<file path="src/rtl/mde_pkg.sv">
package mde_pkg;

  typedef enum logic [2:0] {
    ERR_NONE   = 3'd0,
    ERR_TYPE   = 3'd1,
    ERR_PSCNT  = 3'd2,
    ERR_OFFSET = 3'd3,
    ERR_LENGTH = 3'd4
  } err_e;

  typedef enum logic [3:0] {
    ST_IDLE, ST_HDR_A, ST_HDR_B, ST_HDR_C, ST_CHECK,
    ST_PS_RD, ST_PS_LAT, ST_PS_OUT,
    ST_PL_PRE, ST_PL_PRE_LAT, ST_PL_RD, ST_PL_LAT, ST_PL_OUT,
    ST_DONE
  } state_e;

  // fields kept from the two header words the block uses
  typedef struct packed {
    logic [1:0]  kind;
    logic [8:0]  off;
    logic [15:0] len;
    logic        ext;
    logic [5:0]  cnt;
    logic        ret_head;
    logic [1:0]  ret_qmgr;
    logic [11:0] ret_qnum;
  } hdr_t;

  localparam logic [1:0] KIND_MONO   = 2'd2;
  localparam int unsigned PS_MAX_WORDS = 32;
  localparam int unsigned SIZE_CAP   = 65536;

endpackage

</file>
<file path="src/rtl/mde_hdr_check.sv">
module mde_hdr_check
  import mde_pkg::*;
#(
  parameter int unsigned DESC_BYTES = 1024
) (
  input  hdr_t       hdr,
  output err_e       err,
  output logic [3:0] ps_first
);
  localparam int unsigned LIMIT = (DESC_BYTES < SIZE_CAP) ? DESC_BYTES : SIZE_CAP;

  logic [9:0]  min_off;
  logic [16:0] end_byte;
  logic        too_long;

  assign ps_first = hdr.ext ? 4'd8 : 4'd3;
  assign min_off  = (hdr.ext ? 10'd32 : 10'd12) + {2'b00, hdr.cnt, 2'b00};
  assign end_byte = {8'd0, hdr.off} + {1'b0, hdr.len};
  assign too_long = ({15'd0, end_byte} > 32'(LIMIT));

  // lowest code wins
  always_comb begin
    if (hdr.kind != KIND_MONO)                      err = ERR_TYPE;
    else if (32'(hdr.cnt) > PS_MAX_WORDS)           err = ERR_PSCNT;
    else if ({1'b0, hdr.off} < min_off)             err = ERR_OFFSET;
    else if (too_long)                              err = ERR_LENGTH;
    else                                            err = ERR_NONE;
  end
endmodule

</file>
<file path="src/rtl/mde_realign.sv">
module mde_realign (
  input  logic [31:0] lo_word,
  input  logic [31:0] hi_word,
  input  logic [1:0]  shift,
  input  logic [16:0] remain,
  output logic [31:0] aligned,
  output logic [3:0]  keep,
  output logic        last
);
  logic [63:0] pair;
  logic [63:0] shifted;

  assign pair    = {hi_word, lo_word};
  assign shifted = pair >> {shift, 3'b000};
  assign aligned = shifted[31:0];
  assign last    = (remain <= 17'd4);

  always_comb begin
    if (remain >= 17'd4) keep = 4'b1111;
    else begin
      case (remain[1:0])
        2'd1:    keep = 4'b0001;
        2'd2:    keep = 4'b0011;
        2'd3:    keep = 4'b0111;
        default: keep = 4'b0000;
      endcase
    end
  end
endmodule

</file>
<file path="src/rtl/mono_desc_extract.sv">
module mono_desc_extract
  import mde_pkg::*;
#(
  parameter int unsigned ADDR_W     = 10,
  parameter int unsigned DESC_BYTES = 1024
) (
  input  logic              clk,
  input  logic              rst_n,
  input  logic              start,
  input  logic [ADDR_W-1:0] start_addr,
  output logic              mem_rd_en,
  output logic [ADDR_W-1:0] mem_addr,
  input  logic [31:0]       mem_rd_data,
  output logic              ps_valid,
  input  logic              ps_ready,
  output logic [31:0]       ps_data,
  output logic              pd_valid,
  input  logic              pd_ready,
  output logic [31:0]       pd_data,
  output logic [3:0]        pd_keep,
  output logic              pd_last,
  output logic              done_valid,
  output logic [2:0]        done_err,
  output logic              done_ret_head,
  output logic [1:0]        done_ret_qmgr,
  output logic [11:0]       done_ret_qnum
);
  localparam int unsigned REM_W = 17;

  state_e            state_q, state_d;
  logic [ADDR_W-1:0] base_q, ptr_q, ptr_d;
  logic [26:0]       h0_q;
  logic [21:0]       h2_q;
  logic [5:0]        idx_q, idx_d;
  logic [31:0]       prev_q, prev_d, obuf_q, obuf_d;
  logic [REM_W-1:0]  rem_q, rem_d;
  logic base_en, h0_en, h2_en, ptr_en, idx_en, prev_en, obuf_en, rem_en;

  hdr_t              hdr;
  err_e              err;
  logic [3:0]        ps_first;
  logic [31:0]       aligned;
  logic [3:0]        keep_c;
  logic              last_c;
  logic [ADDR_W-1:0] pl_start;

  assign hdr = '{kind: h0_q[26:25], off: h0_q[24:16], len: h0_q[15:0],
                 ext: h2_q[21], cnt: h2_q[20:15], ret_head: h2_q[14],
                 ret_qmgr: h2_q[13:12], ret_qnum: h2_q[11:0]};

  mde_hdr_check #(.DESC_BYTES(DESC_BYTES)) u_check (
    .hdr(hdr), .err(err), .ps_first(ps_first)
  );

  mde_realign u_align (
    .lo_word(prev_q), .hi_word(mem_rd_data), .shift(hdr.off[1:0]),
    .remain(rem_q), .aligned(aligned), .keep(keep_c), .last(last_c)
  );

  assign pl_start = base_q + ADDR_W'(hdr.off[8:2]);

  // next-state process
  always_comb begin
    state_d   = state_q;
    mem_rd_en = 1'b0;
    mem_addr  = ptr_q;
    base_en = 1'b0; h0_en = 1'b0; h2_en = 1'b0;
    ptr_en  = 1'b0; ptr_d = ptr_q;
    idx_en  = 1'b0; idx_d = idx_q;
    prev_en = 1'b0; prev_d = mem_rd_data;
    obuf_en = 1'b0; obuf_d = mem_rd_data;
    rem_en  = 1'b0; rem_d = rem_q;
    case (state_q)
      ST_IDLE: if (start) begin base_en = 1'b1; state_d = ST_HDR_A; end
      ST_HDR_A: begin
        mem_rd_en = 1'b1; mem_addr = base_q; state_d = ST_HDR_B;
      end
      ST_HDR_B: begin
        mem_rd_en = 1'b1; mem_addr = base_q + ADDR_W'(2);
        h0_en = 1'b1; state_d = ST_HDR_C;
      end
      ST_HDR_C: begin h2_en = 1'b1; state_d = ST_CHECK; end
      ST_CHECK: begin
        ptr_en = 1'b1; ptr_d = base_q + ADDR_W'(ps_first);
        idx_en = 1'b1; idx_d = '0;
        rem_en = 1'b1; rem_d = {1'b0, hdr.len};
        if (err != ERR_NONE)      state_d = ST_DONE;
        else if (hdr.cnt != 6'd0) state_d = ST_PS_RD;
        else if (hdr.len != '0)   state_d = ST_PL_PRE;
        else                      state_d = ST_DONE;
      end
      ST_PS_RD: begin
        mem_rd_en = 1'b1; ptr_en = 1'b1; ptr_d = ptr_q + ADDR_W'(1);
        state_d = ST_PS_LAT;
      end
      ST_PS_LAT: begin
        obuf_en = 1'b1; idx_en = 1'b1; idx_d = idx_q + 6'd1;
        state_d = ST_PS_OUT;
      end
      ST_PS_OUT: if (ps_ready) begin
        if (idx_q != hdr.cnt)   state_d = ST_PS_RD;
        else if (hdr.len != '0) state_d = ST_PL_PRE;
        else                    state_d = ST_DONE;
      end
      ST_PL_PRE: begin
        mem_rd_en = 1'b1; mem_addr = pl_start;
        ptr_en = 1'b1; ptr_d = pl_start + ADDR_W'(1);
        state_d = ST_PL_PRE_LAT;
      end
      ST_PL_PRE_LAT: begin prev_en = 1'b1; state_d = ST_PL_RD; end
      ST_PL_RD: begin
        mem_rd_en = 1'b1; ptr_en = 1'b1; ptr_d = ptr_q + ADDR_W'(1);
        state_d = ST_PL_LAT;
      end
      ST_PL_LAT: begin
        obuf_en = 1'b1; obuf_d = aligned; prev_en = 1'b1;
        state_d = ST_PL_OUT;
      end
      ST_PL_OUT: if (pd_ready) begin
        rem_en = 1'b1;
        rem_d  = last_c ? '0 : REM_W'(rem_q - REM_W'(4));
        state_d = last_c ? ST_DONE : ST_PL_RD;
      end
      ST_DONE: state_d = ST_IDLE;
      default: state_d = ST_IDLE;
    endcase
  end

  // register process
  always_ff @(posedge clk or negedge rst_n) begin
    if (!rst_n) begin
      state_q <= ST_IDLE;
      base_q  <= '0;
      h0_q    <= '0;
      h2_q    <= '0;
      ptr_q   <= '0;
      idx_q   <= '0;
      prev_q  <= '0;
      obuf_q  <= '0;
      rem_q   <= '0;
    end else begin
      state_q <= state_d;
      if (base_en) base_q <= start_addr;
      if (h0_en)   h0_q   <= {mem_rd_data[31:30], mem_rd_data[24:0]};
      if (h2_en)   h2_q   <= {mem_rd_data[31], mem_rd_data[29:24], mem_rd_data[14:0]};
      if (ptr_en)  ptr_q  <= ptr_d;
      if (idx_en)  idx_q  <= idx_d;
      if (prev_en) prev_q <= prev_d;
      if (obuf_en) obuf_q <= obuf_d;
      if (rem_en)  rem_q  <= rem_d;
    end
  end

  assign ps_valid      = (state_q == ST_PS_OUT);
  assign pd_valid      = (state_q == ST_PL_OUT);
  assign done_valid    = (state_q == ST_DONE);
  assign ps_data       = obuf_q;
  assign pd_data       = obuf_q;
  assign pd_keep       = keep_c;
  assign pd_last       = last_c;
  assign done_err      = err;
  assign done_ret_head = hdr.ret_head;
  assign done_ret_qmgr = hdr.ret_qmgr;
  assign done_ret_qnum = hdr.ret_qnum;
endmodule

</file>
<file path="config.mk">
export PLATFORM = sky130hd
export DESIGN_NAME = mono_desc_extract
export DESIGN_NICKNAME = d
export VERILOG_FILES = /design/src/rtl/mde_pkg.sv /design/src/rtl/mde_hdr_check.sv /design/src/rtl/mde_realign.sv /design/src/rtl/mono_desc_extract.sv
export SDC_FILE = /design/constraint.sdc
export NUM_CORES = 1
export LEC_CHECK = 0
export ABC_AREA = 1
export BUFFER_PORTS_ARGS = -buffer_cell sky130_fd_sc_hd__buf_2
export CAP_MARGIN = 20
export CORE_MARGIN = 2
export CORE_UTILIZATION = 55
export CTS_CLUSTER_DIAMETER = 120
export DETAILED_ROUTE_END_ITERATION = 8
export PLACE_DENSITY = 0.83
export SYNTH_ARGS = -nofsm -noshare
export SYNTH_HDL_FRONTEND = slang
export SYNTH_SLANG_ARGS = --single-unit
export TNS_END_PERCENT = 10
</file>
<file path="constraint.sdc">
create_clock -name clk -period 6.5 [get_ports clk]
set_input_delay 1.3 -clock clk [delete_from_list [all_inputs] [get_ports clk]]
set_output_delay 1.3 -clock clk [all_outputs]
set_load 0.005 [all_outputs]
</file>
==> results.sh <==
export IMPL_drc=0
export IMPL_dieArea_sq_um=20100
export IMPL_cts_sinks=160
export IMPL_grt_start_max_net_pins=74
export IMPL_slowest_stage="dfrtp_1"
export IMPL_critical_path_class="register to output pin"
export IMPL_critical_path_peak_fanout=5
export IMPL_viasPerCell=5.91
export IMPL_stdcell_count=1730
export IMPL_max_freq_mhz=212
export IMPL_drt_total_wl_um=31100
export IMPL_crit_top_cell="inv_1"
export IMPL_die_x_um=142
export IMPL_drive_above_1_share=0.151
export IMPL_cts_tree="yes"
export IMPL_synth_area_sq_um=10400
export IMPL_peakVddDrop_mv=0.313
export IMPL_holdBufCountCts=0
export IMPL_cp_arrival_ns=3.41
export IMPL_routed_via_count=10200
export IMPL_p_int_mw=3.56
export IMPL_combPwrFrac=0.543
export IMPL_port_buffers=147
export IMPL_layout_commonest_cell="nand2_1"
export IMPL_ys_seq_area_frac=0.384
export IMPL_grtUsageTotal=0.313
export IMPL_coreArea_sq_um=18600
export IMPL_gp_congestion=0.922
export IMPL_initial_core_util=0.559
export IMPL_worst_setup_path_end_kind="output pin"
export IMPL_fp_row_count=50
export IMPL_drt_iter0_markers=1118
export IMPL_period_needed_ns=4.71
export IMPL_finalHoldViolCount=0
export IMPL_clkTransAtPathRegs_ns=0.07
export IMPL_netlist_instances=1407
export IMPL_fp_dieH_um=142
export IMPL_cts_resized=0
export IMPL_cts_buffer_depth=2
export IMPL_post_cts_setup_buffers=0
export IMPL_cp_top_family="adder cells"
export IMPL_r2r_slack_ns=3.39
export IMPL_maxCapViolCount=0
export IMPL_min_path_type="register to register"
export IMPL_drt_first_pass_iters=7
export IMPL_worst_path_buf_inv=4
export IMPL_min_period_over_period=0.725
export IMPL_syn_nets=1491
export IMPL_pwr_share_seq=0.298
export IMPL_critPathMaxStageDelay_ns=0.45
export IMPL_slew_headroom=0.277
export IMPL_grt_setup_unrepaired="false"
export IMPL_yosys_warnings=0
export IMPL_numCtsBuffers=17
export IMPL_antenna_left=0
export IMPL_clock_skew_ns=0.0114
export IMPL_htreeDepth=4
export IMPL_cp_start_kind="register"
export IMPL_root_buffer="clkbuf_16"
export IMPL_wire_per_inst_um=18.0
export IMPL_antenna_found_initial=0
export IMPL_p_switching_mw=3.32
export IMPL_pin_count=148
export IMPL_mostFrequentLayoutCells="377 x nand2_1, 160 x dfrtp_1, 151 x inv_1"
export IMPL_swShare=0.483
export IMPL_antenna_cells=0
export IMPL_power_density_nw_per_um2=589
export IMPL_layout_nets=1569
export IMPL_syn_area_per_cell_sq_um=7.40
export IMPL_area_growth_pct=12.1
export IMPL_synthDistinctLibCells=50
export IMPL_dp_hpwl_um=22500
export IMPL_required_ns=5.20
export IMPL_tns_ns=0
export IMPL_maxSlewViolCount=0
export IMPL_p_leak_nw=5.97
export IMPL_grt_pass1_wl_um=49000
export IMPL_p_clk_frac=0.159
export IMPL_worst_pin_slew_ns=1.08
export IMPL_grt_pass1_vias=9305
export IMPL_clock_insertion_delay_worst_skew_ns=0.44
export IMPL_status="complete, no violations"
export IMPL_crit_chain="inv_1 > ha_1 > inv_1 > fa_1 > o21ai_0 > nand3_1 > ha_1 > nand4_1 > nand2_1 > nand2_1 > nor2_1 > nand3_1 > inv_1 > buf_2"
export IMPL_ys_ff_latch=160
export IMPL_setup_viol=0
export IMPL_dp_cells=1697
export IMPL_grt_ovfl_total=0
state kept, by name, indices dropped and copies added (netlist names):
register and flops:
h0_q 27, pd_data 32, state_q 4, idx_q 6
base_q 10, ptr_q 10, h2_q 22, rem_q 17
prev_q 32
stage by stage:
step                worst slack (ns)  hold WS [ns]  power [mW]  instance area [sq um]   util
floorplan                       2.87         0.453        4.65                  10400      -
global placement                2.38         0.465        5.51                  11000  0.589
detailed placement              2.23         0.472        5.64                  11000  0.589
CTS                             1.78         0.489        6.76                  11600  0.622
global route                    1.45         0.500        7.43                  11700  0.627
finish                          1.79         0.484        6.87                  11700  0.627
path summary, 6_finish.rpt:
path                                from          end  depth (start not counted)
worst max-delay path            h2_q[21]  done_err[2]                         14
worst min-delay path            h2_q[14]     h2_q[14]                          2
worst max register to register  h2_q[21]   state_q[3]                         16
worst min register to register  h2_q[14]     h2_q[14]                          2
max in group asynchronous          rst_n   prev_q[18]                          2
min in group asynchronous          rst_n     h0_q[13]                          1
power groups by stage:
stage / registers (mW) / clock network [mW] / logic, mW
detailed placement: 2.04 / 0 / 3.60
global placement: 2.03 / 0 / 3.48
floorplan: 1.83 / 0 / 2.82
finish: 2.05 / 1.09 / 3.73
global route: 2.10 / 1.13 / 4.20
CTS: 2.03 / 1.09 / 3.64
area by class of cell:
type / instances / area (sq um)
Clock buffer: 18 / 439
Clock inverter: 12 / 183
Fill cell: 1638 / 6960
Inverter: 160 / 601
Multi-Input combinational cell: 986 / 5260
Sequential cell: 160 / 4000
Tap cell: 234 / 293
Timing Repair Buffer: 160 / 900
synth_stat cells, drive strengths merged:
| master | count | share of area |
|---|---|---|
| o221ai | 6 | 0.0050 |
| o21a | 2 | 0.0014 |
| mux2 | 3 | 0.0032 |
| a211oi | 3 | 0.0022 |
| nand3b | 1 | 0.00072 |
| and3 | 2 | 0.0012 |
| nand3 | 87 | 0.043 |
| nor3 | 9 | 0.0054 |
| o31ai | 1 | 0.00072 |
| inv | 160 | 0.058 |
| nor2 | 89 | 0.033 |
| or2 | 8 | 0.0048 |
| xnor2 | 9 | 0.0076 |
| a21o | 3 | 0.0022 |
| o2111ai | 4 | 0.0034 |
| nand2 | 382 | 0.14 |
| nor4 | 4 | 0.0024 |
| xor2 | 26 | 0.022 |
| a21boi | 2 | 0.0014 |
| o311ai | 16 | 0.013 |
| a22o | 1 | 0.00084 |
| a22oi | 10 | 0.0072 |
| o211ai | 55 | 0.040 |
| a31oi | 5 | 0.0030 |
| ha | 33 | 0.040 |
| a221oi | 4 | 0.0034 |
| buf | 51 | 0.036 |
| o21ai | 139 | 0.070 |
| and2 | 1 | 0.00060 |
| fa | 4 | 0.0077 |
| a31o | 1 | 0.00084 |
| o21bai | 2 | 0.0014 |
| clkbuf | 50 | 0.018 |
| nand4 | 21 | 0.013 |
| dfrtp | 160 | 0.38 |
| a21oi | 53 | 0.025 |
cells by family after synthesis:
kind of cell / share of synthesized area
compound gates: 0.182
xor+xnor: 0.0294
fa+ha+maj: 0.0473
buf+inv: 0.112
flops: 0.384
mux: 0.00324
simple gates: 0.243
per-layer routing:
metal	up-vias	global-route usage	wire (um)
li1	4793	-	-
met5	-	0	0
met2	515	0.487	14200
met3	91	0.0570	2540
met4	0	0.136	1290
met1	4818	0.431	13000
tightest hold or removal path, delay by kind of cell (launching register included):
kind | cells | cell delay, ns
compound gates | 1 | 0.06
simple gates | 1 | 0.05
flops | 1 | 0.34
(Power assumes the default switching activity.)
